`config.mk`:
```
export PLATFORM = sky130hd
export DESIGN_NAME = hzoom_unit
export DESIGN_NICKNAME = d
export VERILOG_FILES = /design/src/rtl/hz_pkg.sv /design/src/rtl/hz_mode_ctl.sv /design/src/rtl/hz_decim_pack.sv /design/src/rtl/hz_rep_stage.sv /design/src/rtl/hzoom_unit.sv
export SDC_FILE = /design/constraint.sdc
export NUM_CORES = 1
export LEC_CHECK = 0
export ABC_CLOCK_PERIOD_IN_PS = 3940
export CORE_UTILIZATION = 55
export DETAILED_ROUTE_END_ITERATION = 8
export DONT_BUFFER_PORTS = 1
export GPL_ROUTABILITY_DRIVEN = 0
export HOLD_SLACK_MARGIN = 0.08
export PLACE_DENSITY = 0.7
export SKIP_LAST_GASP = 1
export SYNTH_ARGS = -nofsm -noshare
export SYNTH_HDL_FRONTEND = slang
export SYNTH_HIERARCHICAL = 1
export SYNTH_SLANG_ARGS = --single-unit
```
`constraint.sdc`:
```
create_clock -name clk -period 3.94 [get_ports clk]
set_clock_uncertainty 0.2 [all_clocks]
set_input_delay 0.788 -clock clk [delete_from_list [all_inputs] [get_ports clk]]
set_output_delay 0.788 -clock clk [all_outputs]
set_load 0.01 [all_outputs]
```
`src/rtl/hz_pkg.sv`:
```
package hz_pkg;
  localparam int WORD_W     = 32;
  localparam int BYTE_LANES = WORD_W / 8;
  localparam int HALF_LANES = WORD_W / 16;
  localparam int KEEP_W     = WORD_W / 2;
  localparam int BEAT_W     = 2;

  typedef enum logic [1:0] {
    MODE_COPY  = 2'd0,
    MODE_ZOOM2 = 2'd1,
    MODE_ZOOM4 = 2'd2,
    MODE_DECIM = 2'd3
  } hz_mode_e;

  // log2 of the repeat factor for a mode
  function automatic logic [1:0] flog_of(input hz_mode_e m);
    case (m)
      MODE_ZOOM2: flog_of = 2'd1;
      MODE_ZOOM4: flog_of = 2'd2;
      default:    flog_of = 2'd0;
    endcase
  endfunction

  // index of the final output beat for a repeat factor
  function automatic logic [BEAT_W-1:0] beat_limit(input logic [1:0] flog);
    case (flog)
      2'd1:    beat_limit = 2'd1;
      2'd2:    beat_limit = 2'd3;
      default: beat_limit = 2'd0;
    endcase
  endfunction

  // output beat idx of a word whose pixels are repeated 2**flog times
  function automatic logic [WORD_W-1:0] zoom_word(input logic [WORD_W-1:0] w,
                                                  input logic [BEAT_W-1:0] idx,
                                                  input logic [1:0] flog,
                                                  input logic p16);
    logic [WORD_W-1:0] r;
    int src;
    r = '0;
    if (p16) begin
      for (int h = 0; h < HALF_LANES; h++) begin
        src = ((int'(idx) * HALF_LANES + h) >> flog) & (HALF_LANES - 1);
        r[h*16 +: 16] = w[src*16 +: 16];
      end
    end else begin
      for (int b = 0; b < BYTE_LANES; b++) begin
        src = ((int'(idx) * BYTE_LANES + b) >> flog) & (BYTE_LANES - 1);
        r[b*8 +: 8] = w[src*8 +: 8];
      end
    end
    return r;
  endfunction

  // pixels kept from one word when dropping every second pixel
  function automatic logic [KEEP_W-1:0] decim_keep(input logic [WORD_W-1:0] w,
                                                   input logic p16);
    logic [KEEP_W-1:0] k;
    k = '0;
    if (p16) begin
      k = w[KEEP_W-1:0];
    end else begin
      for (int b = 0; b < BYTE_LANES / 2; b++)
        k[b*8 +: 8] = w[(2*b)*8 +: 8];
    end
    return k;
  endfunction
endpackage

```
`src/rtl/hz_mode_ctl.sv`:
```
module hz_mode_ctl
  import hz_pkg::*;
(
  input  logic     clk,
  input  logic     rst_n,
  input  hz_mode_e mode_req,
  input  logic     p16_req,
  input  logic     idle,
  input  logic     clip_en,
  input  logic     pad_en,
  output hz_mode_e eff_mode,
  output logic     eff_p16,
  output logic     cfg_err
);
  hz_mode_e cur_mode_q;
  logic     cur_p16_q;
  logic     cfg_err_q;

  // requests pass straight through only while nothing is held
  assign eff_mode = idle ? mode_req : cur_mode_q;
  assign eff_p16  = idle ? p16_req  : cur_p16_q;
  assign cfg_err  = cfg_err_q;

  always_ff @(posedge clk) begin
    if (!rst_n) begin
      cur_mode_q <= MODE_COPY;
      cur_p16_q  <= 1'b0;
      cfg_err_q  <= 1'b0;
    end else begin
      cur_mode_q <= eff_mode;
      cur_p16_q  <= eff_p16;
      cfg_err_q  <= clip_en & pad_en;
    end
  end
endmodule

```
`src/rtl/hz_decim_pack.sv`:
```
module hz_decim_pack
  import hz_pkg::*;
(
  input  logic              clk,
  input  logic              rst_n,
  input  logic              take,
  input  logic [WORD_W-1:0] word,
  input  logic              p16,
  output logic              acc_v,
  output logic              pair_done,
  output logic [WORD_W-1:0] pack_word
);
  logic [KEEP_W-1:0] acc_q;
  logic              acc_v_q;

  assign acc_v     = acc_v_q;
  assign pair_done = take & acc_v_q;
  assign pack_word = {decim_keep(word, p16), acc_q};

  always_ff @(posedge clk) begin
    if (!rst_n) begin
      acc_q   <= '0;
      acc_v_q <= 1'b0;
    end else if (take) begin
      if (acc_v_q) begin
        acc_v_q <= 1'b0;
      end else begin
        acc_q   <= decim_keep(word, p16);
        acc_v_q <= 1'b1;
      end
    end
  end
endmodule

```
`src/rtl/hz_rep_stage.sv`:
```
module hz_rep_stage
  import hz_pkg::*;
(
  input  logic              clk,
  input  logic              rst_n,
  input  logic              load,
  input  logic [WORD_W-1:0] load_word,
  input  logic [1:0]        load_flog,
  input  logic              load_p16,
  input  logic              out_ready,
  output logic              hold_v,
  output logic              last_beat,
  output logic              out_fire,
  output logic              free,
  output logic [WORD_W-1:0] out_data
);
  logic [WORD_W-1:0] hold_q;
  logic [1:0]        flog_q;
  logic              p16_q;
  logic [BEAT_W-1:0] idx_q;
  logic              hold_v_q;

  assign hold_v    = hold_v_q;
  assign last_beat = hold_v_q & (idx_q == beat_limit(flog_q));
  assign out_fire  = hold_v_q & out_ready;
  assign free      = ~hold_v_q | (last_beat & out_ready);
  assign out_data  = zoom_word(hold_q, idx_q, flog_q, p16_q);

  always_ff @(posedge clk) begin
    if (!rst_n) begin
      hold_q   <= '0;
      flog_q   <= 2'd0;
      p16_q    <= 1'b0;
      idx_q    <= '0;
      hold_v_q <= 1'b0;
    end else if (load) begin
      hold_q   <= load_word;
      flog_q   <= load_flog;
      p16_q    <= load_p16;
      idx_q    <= '0;
      hold_v_q <= 1'b1;
    end else if (out_fire) begin
      if (last_beat) hold_v_q <= 1'b0;
      else           idx_q    <= idx_q + 2'd1;
    end
  end
endmodule

```
`src/rtl/hzoom_unit.sv`:
```
module hzoom_unit
  import hz_pkg::*;
(
  input  logic        clk,
  input  logic        rst_n,
  input  logic [1:0]  mode_sel,
  input  logic        pix16,
  input  logic        clip_en,
  input  logic        pad_en,
  output logic        cfg_err,
  input  logic [31:0] in_data,
  input  logic        in_valid,
  output logic        in_ready,
  output logic [31:0] out_data,
  output logic        out_valid,
  input  logic        out_ready
);
  hz_mode_e          eff_mode;
  logic              eff_p16;
  logic              idle;
  logic              in_fire;
  logic              out_fire;
  logic              hold_v;
  logic              last_beat;
  logic              rep_free;
  logic              acc_v;
  logic              pair_done;
  logic [WORD_W-1:0] pack_word;
  logic              rep_load;
  logic              decim_take;
  logic [WORD_W-1:0] load_word;
  logic [1:0]        load_flog;

  assign idle       = ~hold_v & ~acc_v;
  assign in_ready   = rep_free;
  assign in_fire    = in_valid & rep_free;
  assign decim_take = in_fire & (eff_mode == MODE_DECIM);
  assign rep_load   = (in_fire & (eff_mode != MODE_DECIM)) | pair_done;
  assign load_word  = pair_done ? pack_word : in_data;
  assign load_flog  = pair_done ? 2'd0 : flog_of(eff_mode);
  assign out_valid  = hold_v;

  hz_mode_ctl u_mode (
    .clk      (clk),
    .rst_n    (rst_n),
    .mode_req (hz_mode_e'(mode_sel)),
    .p16_req  (pix16),
    .idle     (idle),
    .clip_en  (clip_en),
    .pad_en   (pad_en),
    .eff_mode (eff_mode),
    .eff_p16  (eff_p16),
    .cfg_err  (cfg_err)
  );

  hz_decim_pack u_decim (
    .clk       (clk),
    .rst_n     (rst_n),
    .take      (decim_take),
    .word      (in_data),
    .p16       (eff_p16),
    .acc_v     (acc_v),
    .pair_done (pair_done),
    .pack_word (pack_word)
  );

  hz_rep_stage u_rep (
    .clk       (clk),
    .rst_n     (rst_n),
    .load      (rep_load),
    .load_word (load_word),
    .load_flog (load_flog),
    .load_p16  (eff_p16),
    .out_ready (out_ready),
    .hold_v    (hold_v),
    .last_beat (last_beat),
    .out_fire  (out_fire),
    .free      (rep_free),
    .out_data  (out_data)
  );
endmodule

```
==> results.yml <==
cts:
  cts_tree: "done"
  cts_resized: 0
  htree_levels: 3
  clkSinkCount: 59
  cts_setup_buffers: 0
  clockBufferDepth: 2
  clock_latency_ns: 0.33
  ctsHoldBuffers: 0
  cts-root-buf: "clkbuf_8"
  cts_buffers: 9
  clkTransAtPathRegs_ns: 0.06
detailed_routing:
  routed-via-count: 3126
  route.detailed.drc: 0
  wirelength_um: 9620
  via_per_inst: 5.97
  final_antenna_net_count: 0
  firstDrtPassIters: 4
  drtIter0Drc: 144
  wl_per_cell_um: 18.4
die:
  die-area_um2: 8400
  dieHeight_um: 91.7
  io_pins: 76
  start_util_pct: 56.9
  die_w_um: 91.7
  rows: 32
  core_area_um2: 7770
synth:
  postSynthCellCount: 442
  syn_area_per_cell_um2: 10.0
  syn_area_um2: 4420
  yosysWarnings: 6
  synth_fp_nets: 484
run:
  maxCapViolCount: 0
setup_path:
  critPathSlowestCell: "mux4_2"
  startpoint_type: "flip-flop"
  worst-endpoint-required_ns: 2.95
  arrival_ns: 2.33
  path_cells: "inv_1 > and4_1 > a31oi_1 > mux4_2"
  critPathKind: "flip-flop to output port"
  cpPeakStageDelay_ns: 0.60
  r2r_slack_ns: 0.64
  path_max_fanout: 12
  timing.critical_path.buf_inv: 1
  path_delay_family: "multiplexers"
  end_kind: "output port"
timing:
  whs_ns: 0.265
  fin_crit_sh_pct: 84.2
  slew-limit-headroom_pct: 51.6
  hold_viol: 0
  finalSetupTns_ns: 0
  rsz0062_at_grt: "no"
  min_period_ns: 3.32
  postLayoutSetupSlackWorst_ns: 0.624
  setup_viol: 0
  max_freq_ghz: 0.302
  slew_violations: 0
  tightest_slew_ns: 0.727
final_layout:
  utilization_pct: 57.6
  drive_gt1_share_pct: 19.2
  nFillCells: 723
  nNetsFinal: 460
  multi_input_area_um2: 2890
  num_antenna_cells: 0
  seq_area_um2: 1180
  syn_to_final_growth_pct: 1.08
worst_hold_path:
  min_path_type: "flip-flop to flip-flop"
global_routing:
  antenna_found_initial: 0
  grt_max_degree: 59
  grt_usage_pct: 23.8
  grt.overflow.total: 0
  grt_pass1_wl_um: 15700
  grt_pass1_vias: 3077
status:
  status: "finished, final reports clean"
place:
  place_hpwl_um: 7040
  port_buffers: 0
  place_ws_ns: 0.644
pwr:
  p_leak_nw: 1.73
  power.density_nw_per_um2: 361
  irDropWorstVdd_uv: 288
  power_mw: 1.61
sequential cells by signal, indices dropped and copies added (netlist names):
| signal | count |
|---|---|
| u_mode/cfg_err | 1 |
| u_decim/acc_v | 1 |
| u_rep/hold_q | 32 |
| u_rep/flog_q | 2 |
| u_rep/hold_v | 1 |
| u_mode/cur_mode_q | 2 |
| u_rep/idx_q | 2 |
| u_decim/acc_q | 16 |
| u_rep/p16_q | 1 |
| u_mode/cur_p16_q | 1 |
cell usage in the layout (no fill, tap or decap), drive strengths merged, types with 3 or more instances in the layout:
cell type and instances:
o21ai 13, and2 5, inv 4, nand2 21
buf 9, o311ai 4, nor3b 7, a21boi 13
nand2b 5, mux2i 110, dfxtp 59, mux2 47
or3 4, a21oi 3, o221ai 3, clkbuf 13
nor2 28, nor2b 35, a31oi 5, o22ai 7
worst min-delay path: stages, from the launching register on:
cell and delay (ns):
dfxtp_1 0.31, nand2_1 0.05, a21boi_0 0.06
power by group:
part	internal [mW]	total (mW)	leakage (nW)	switching, mW
Sequential	0.644	0.708	0.483	0.0643
Clock	0.274	0.496	0.0953	0.222
Combinational	0.203	0.410	1.15	0.207
Total	1.12	1.61	1.73	0.493
routing by layer:
| metal | vias up | routed length (µm) | GRT usage, % |
|---|---|---|---|
| met5 | - | 0 | 0 |
| met4 | 0 | 87 | 7.67 |
| met2 | 83 | 4160 | 36.0 |
| met1 | 1517 | 4720 | 32.9 |
| li1 | 1520 | - | - |
| met3 | 6 | 651 | 6.05 |
path summary, 6_finish.rpt:
check | cells past startpoint | from | end
setup / recovery | 4 | u_rep/p16_q$_SDFFE_PN0P_ | out_data[22]
hold / removal | 2 | u_decim/acc_q[2]$_SDFFE_PN0P_ | u_decim/acc_q[2]$_SDFFE_PN0P_
setup reg to reg | 12 | u_rep/flog_q[1]$_SDFFE_PN0P_ | u_rep/hold_q[3]$_SDFFE_PN0P_
hold reg to reg | 2 | u_decim/acc_q[2]$_SDFFE_PN0P_ | u_decim/acc_q[2]$_SDFFE_PN0P_
area by class of cell:
| type | instances | area share (%) |
|---|---|---|
| tap | 102 | 2.85 |
| timing repair buffer | 9 | 1.79 |
| multi-input combinational | 335 | 64.6 |
| inverter | 4 | 0.336 |
| clock inverter | 2 | 0.224 |
| sequential | 59 | 26.4 |
| clock buffer | 13 | 3.78 |
stage by stage:
| stage | area (µm²) | cells |
|---|---|---|
| 2_1_floorplan | 4420 | 442 |
| 3_3_place_gp | 4290 | 509 |
| 3_5_place_dp | 4290 | 509 |
| 4_1_cts | 4470 | 524 |
| 5_1_grt | 4470 | 524 |
| 6_report | 4470 | 524 |
Note: power is estimated with default switching activity, not from simulation.
